[src/rtl/nvram_latch_ctrl.sv]
module nvram_latch_ctrl #(
  parameter int AW             = 15,
  parameter int DW             = 8,
  parameter int ACCESS_CLKS    = 9,
  parameter int CYCLE_CLKS     = 17,
  parameter int PRECHARGE_CLKS = 2,
  parameter int WE_CTRL_WRITE  = 0,
  parameter int ROW_LSB        = 2,
  parameter int HOT_W          = 16
) (
  input  logic          clk,
  input  logic          rst_n,
  input  logic          req,
  input  logic          req_we,
  input  logic [AW-1:0] req_addr,
  input  logic [DW-1:0] req_wdata,
  output logic          ready,
  output logic [DW-1:0] rd_data,
  output logic          rd_valid,
  output logic          mem_ce_n,
  output logic          mem_oe_n,
  output logic          mem_we_n,
  output logic [AW-1:0] mem_addr,
  output logic [DW-1:0] mem_dq_out,
  output logic          mem_dq_oe,
  input  logic [DW-1:0] mem_dq_in,
  output logic [HOT_W-1:0] row_repeat_cnt
);

  localparam int CMAX = (CYCLE_CLKS > PRECHARGE_CLKS) ? CYCLE_CLKS : PRECHARGE_CLKS;
  localparam int CW   = $clog2(CMAX + 1);
  localparam int RW   = AW - ROW_LSB;

  typedef enum logic [1:0] {S_IDLE, S_SETUP, S_ACT, S_PRE} st_t;

  st_t           st, st_n;
  logic [CW-1:0] cnt, cnt_n;
  logic          wr_q, wr_n;
  logic [RW-1:0] prev_row;
  logic          prev_ok;
  logic          take;
  logic          act_n, setup_n, hold_n, we_on;

  assign ready = (st == S_IDLE);
  assign take  = ready && req;
  assign wr_n  = take ? req_we : wr_q;

  always_comb begin
    st_n  = st;
    cnt_n = cnt;
    case (st)
      S_IDLE:  if (req) st_n = S_SETUP;
      S_SETUP: begin st_n = S_ACT; cnt_n = '0; end
      S_ACT:
        if (cnt == CW'(CYCLE_CLKS - 1)) begin st_n = S_PRE; cnt_n = '0; end
        else cnt_n = cnt + 1'b1;
      S_PRE:
        if (cnt == CW'(PRECHARGE_CLKS - 1)) begin st_n = S_IDLE; cnt_n = '0; end
        else cnt_n = cnt + 1'b1;
      default: st_n = S_IDLE;
    endcase
  end

  assign act_n   = (st_n == S_ACT);
  assign setup_n = (st_n == S_SETUP);
  assign hold_n  = (st_n == S_PRE) && (cnt_n == '0);
  assign we_on   = (WE_CTRL_WRITE != 0)
                 ? (act_n && cnt_n != '0 && cnt_n != CW'(CYCLE_CLKS - 1))
                 : (setup_n || act_n);

  always_ff @(posedge clk or negedge rst_n) begin
    if (!rst_n) begin
      st        <= S_IDLE;
      cnt       <= '0;
      wr_q      <= 1'b0;
      mem_addr  <= '0;
      mem_dq_out<= '0;
      mem_ce_n  <= 1'b1;
      mem_oe_n  <= 1'b1;
      mem_we_n  <= 1'b1;
      mem_dq_oe <= 1'b0;
    end else begin
      st        <= st_n;
      cnt       <= cnt_n;
      wr_q      <= wr_n;
      if (take) begin
        mem_addr   <= req_addr;
        mem_dq_out <= req_wdata;
      end
      mem_ce_n  <= !act_n;
      mem_oe_n  <= !(act_n && !wr_n);
      mem_we_n  <= !(wr_n && we_on);
      mem_dq_oe <= wr_n && (setup_n || act_n || hold_n);
    end
  end

  always_ff @(posedge clk or negedge rst_n) begin
    if (!rst_n) begin
      rd_data  <= '0;
      rd_valid <= 1'b0;
    end else begin
      rd_valid <= 1'b0;
      if (st == S_ACT && !wr_q && cnt == CW'(ACCESS_CLKS - 1)) begin
        rd_data  <= mem_dq_in;
        rd_valid <= 1'b1;
      end
    end
  end

  always_ff @(posedge clk or negedge rst_n) begin
    if (!rst_n) begin
      prev_row       <= '0;
      prev_ok        <= 1'b0;
      row_repeat_cnt <= '0;
    end else if (take) begin
      prev_row <= req_addr[AW-1:ROW_LSB];
      prev_ok  <= 1'b1;
      if (prev_ok && prev_row == req_addr[AW-1:ROW_LSB])
        row_repeat_cnt <= row_repeat_cnt + 1'b1;
    end
  end

endmodule


[config.mk]
export PLATFORM = sky130hd
export DESIGN_NAME = nvram_latch_ctrl
export DESIGN_NICKNAME = d
export VERILOG_FILES = /design/src/rtl/nvram_latch_ctrl.sv
export SDC_FILE = /design/constraint.sdc
export NUM_CORES = 1
export LEC_CHECK = 0
export CORE_AREA = 10 10 94 96
export DETAILED_ROUTE_END_ITERATION = 10
export DIE_AREA = 0 0 104 106
export PLACE_DENSITY = 0.74
export SLEW_MARGIN = 0
export SYNTH_ARGS = -nofsm -noshare
export SYNTH_HDL_FRONTEND = slang
export SYNTH_SLANG_ARGS = --single-unit
[constraint.sdc]
create_clock -name clk -period 2.1 [get_ports clk]
set_input_delay 0.525 -clock clk [delete_from_list [all_inputs] [get_ports clk]]
set_output_delay 0.525 -clock clk [all_outputs]
set_load 0.01 [all_outputs]
==> run summary <==
H-tree depth = 3
Multi-input gate area = 1290 um^2
pwr dens = 1230 nW/um^2
gpl congestion = 0.826
most frequent cell after synthesis = dfrtp_1
Sinks on Clock Net = 61
Lkg Pwr = 0.00190 uW
Clk Latency, worst-skew pair = 0.34 ns
crit path kind = reg2reg
number of CTS-inserted buffers = 9
Min Clock Period, post-route = 2.03 ns
VDD IR max = 0.000751 V
vias in the first global route = 2209
CP Capture Type = register
Hold Violations, Final = 0
core area = 7060 um^2
status = finished clean
Die X = 104 um
critical path peak fanout = 8
Max Cap Viol = 0
antenna cells = 0
num ports = 88
post-detail-place hpwl = 5010 um
CTS Root Cell = clkbuf_8
Area Overhead vs Synth = 48.9%
Post-Syn Nets = 267
startpoint type of the worst setup path = register
reg2reg end = row_repeat_cnt[1]$_DFFE_PN0P_
DR WL/cell = 15.7 um
antenna-violating nets left = 0
ys flop type = dfrtp_1
syn_area_per_cell = 12.6 um^2
Overflow after GRT = 0
RSZ-0062 raised after global routing = yes
Placement Rows = 31
max incr delay on CP = 0.58 ns
global-route wire length before repair = 11300 um
Unique masters post-synth = 36
register area = 1530 um^2
fin crit share = 96.7%
fin. max-slew vios = 0
sequential fraction of the synthesis area = 53.8%
placed cell areas = 3910 um^2
worst reg-to-reg setup slack = 0.07 ns
ranking of synthesized cells by area = dfrtp_1 51%, mux2_2 13%, xnor2_1 6.2%, xor2_1 3.1%, dfstp_2 2.8%
Max Clock Skew = 0.0112 ns
slowest CP cell = or4_4
WP data required = 2.32 ns
Mapped Area = 2850 um^2
gr usage total = 12.7%
Final setup viols = 0
DIE HEIGHT = 106 um
ys async rst share = 100%
Ys Warns = 0
Die Area = 11000 um^2
initial core utilization = 40.3%
Max-slew headroom = 62.1%
largest net degree at the start of global routing = 62
Reg2Reg Depth = 6
FILL cells = 586
Final Net Count = 374
share of cells above drive strength 1 = 27.8%
CP cell instances = nor3b_4 > nand4_1 > or4_4 > buf_6 > buf_16 > mux2_2
Yosys top cell by area = dfrtp_1
IO Port Bufs = 87
initial DRC count = 60
Synth Instances = 226
drc violations = 0
setup TNS = 0 ns
Yosys reg bits = 61
Vias/cell = 4.75
clock transition at the registers of the reported paths = 0.07 ns
worst-margin pin slew = 0.567 ns
number of synthesized flops with an enable pin = 0
clk buf depth = 2
Hold WC Path Type = in2async
commonest cells in the synthesized netlist = 58 x dfrtp_1, 33 x mux2_2, 20 x xnor2_1
Fmax = 492 MHz
share of the synthesized area in the top cell type = 51.0%
first-pass iteration count of the detailed router = 4
routed via count = 2076
final WL = 6850 um
CTS Hold Bufs = 0
initial antenna violation count = 0
RR Startpoint = st[0]$_DFF_PN0_
CTS tree = built
CP arrival = 2.25 ns
design area = 4240 um^2
-- layout make-up --
cell class                 instances  share of cell area, %
timing repair buffer             106                   25.1
clock buffer                      12                   3.66
sequential                        61                   36.1
tap                               99                   2.92
inverter                          13                   1.15
multi-input combinational        142                   30.5
clock inverter                     4                  0.531
-- timing repair --
action | in CTS | in global routing
resized for setup | 19 | 15
pin swaps | 6 | 11
buffers inserted | 2 | 1
setup endpoints to repair | 8 | 11
gates cloned | 1 | 0
-- logic make-up (layout without fill, tap and decap cells) --
group                    count (synthesis)  after routing  synth area share [%]
AO/OA/AOI/OAI                           14             14                  3.43
XOR/XNOR                                30             30                  9.23
adder cells (fa/ha/maj)                  6              6                  2.64
buffers and inverters                   23            135                  3.65
flip-flops                              61             61                  53.8
multiplexers                            36             36                  14.1
AND/OR/NAND/NOR                         56             56                  13.2
-- routing by layer --
layer | GRT usage (%) | share of wire [%]
met5 | 0 | 0
met4 | 4.57 | 0.88
met3 | 4.47 | 4.9
met2 | 23.0 | 55
met1 | 13.3 | 39
-- power breakdown --
part / total (uW) / switching (uW) / internal (uW)
clock: 942 / 455 / 487
combinational: 2370 / 972 / 1390
sequential: 1920 / 295 / 1620
total: 5220 / 1720 / 3500
-- worst max-delay path, delay by kind of cell (launching register included) --
family / cells / cell delay [ns]
DFF: 1 / 0.42
and+or+nand+nor: 3 / 0.94
buffers and inverters: 2 / 0.29
muxes: 1 / 0.26
-- per-stage QoR --
stage	util, %	power [uW]	hold slack (ns)	instances	setup slack, ns
2_1_floorplan	-	3130	0.229	226	0.0343
3_3_place_gp	55.3	4230	0.458	417	-0.433
3_5_place_dp	55.3	4300	0.458	417	-0.449
4_1_cts	59.1	5260	0.191	436	-0.0225
5_1_grt	60.0	5590	0.200	437	-0.0303
6_report	60.0	5220	0.190	437	0.0691
-- how the worst max path moves through the flow --
stage	end	slack, ns	start
CTS	row_repeat_cnt[15]$_DFFE_PN0P_	-0.02	req_addr[9]
global route	row_repeat_cnt[5]$_DFFE_PN0P_	-0.03	st[1]$_DFF_PN0_
global placement	row_repeat_cnt[7]$_DFFE_PN0P_	-0.43	req_addr[6]
finish	row_repeat_cnt[1]$_DFFE_PN0P_	0.07	st[0]$_DFF_PN0_
floorplan	mem_dq_oe$_DFF_PN0_	0.03	cnt[0]$_DFF_PN0_
detailed placement	row_repeat_cnt[15]$_DFFE_PN0P_	-0.45	req_addr[6]
-- placed cells by master, fill, tap and decap left out, drive strengths merged, types with 2 or more instances in the layout --
cell,count
clkdlybuf4s50,72
dfrtp,58
mux2,33
xnor2,20
buf,20
inv,13
clkbuf,12
xor2,10
nor3,10
nand2,9
dlygate4sd2,8
nor2,7
nand3,6
ha,6
dlymetal6s2s,6
nor4,5
a31oi,4
nand4,4
or2,3
and3,3
mux2i,3
a41oi,3
clkinv,3
dfstp,3
a21oi,2
o21ai,2
nor4bb,2
-- state kept, by name, indices dropped and copies added, names as in the netlist --
signal / flops
cnt: 5
mem_dq_out: 8
prev_ok: 1
mem_we_n: 1
wr_q: 1
mem_addr: 15
rd_valid: 1
mem_oe_n: 1
mem_ce_n: 1
st: 2
mem_dq_oe: 1
rd_data: 8
row_repeat_cnt: 16
Note: power is estimated with default switching activity, not from simulation.
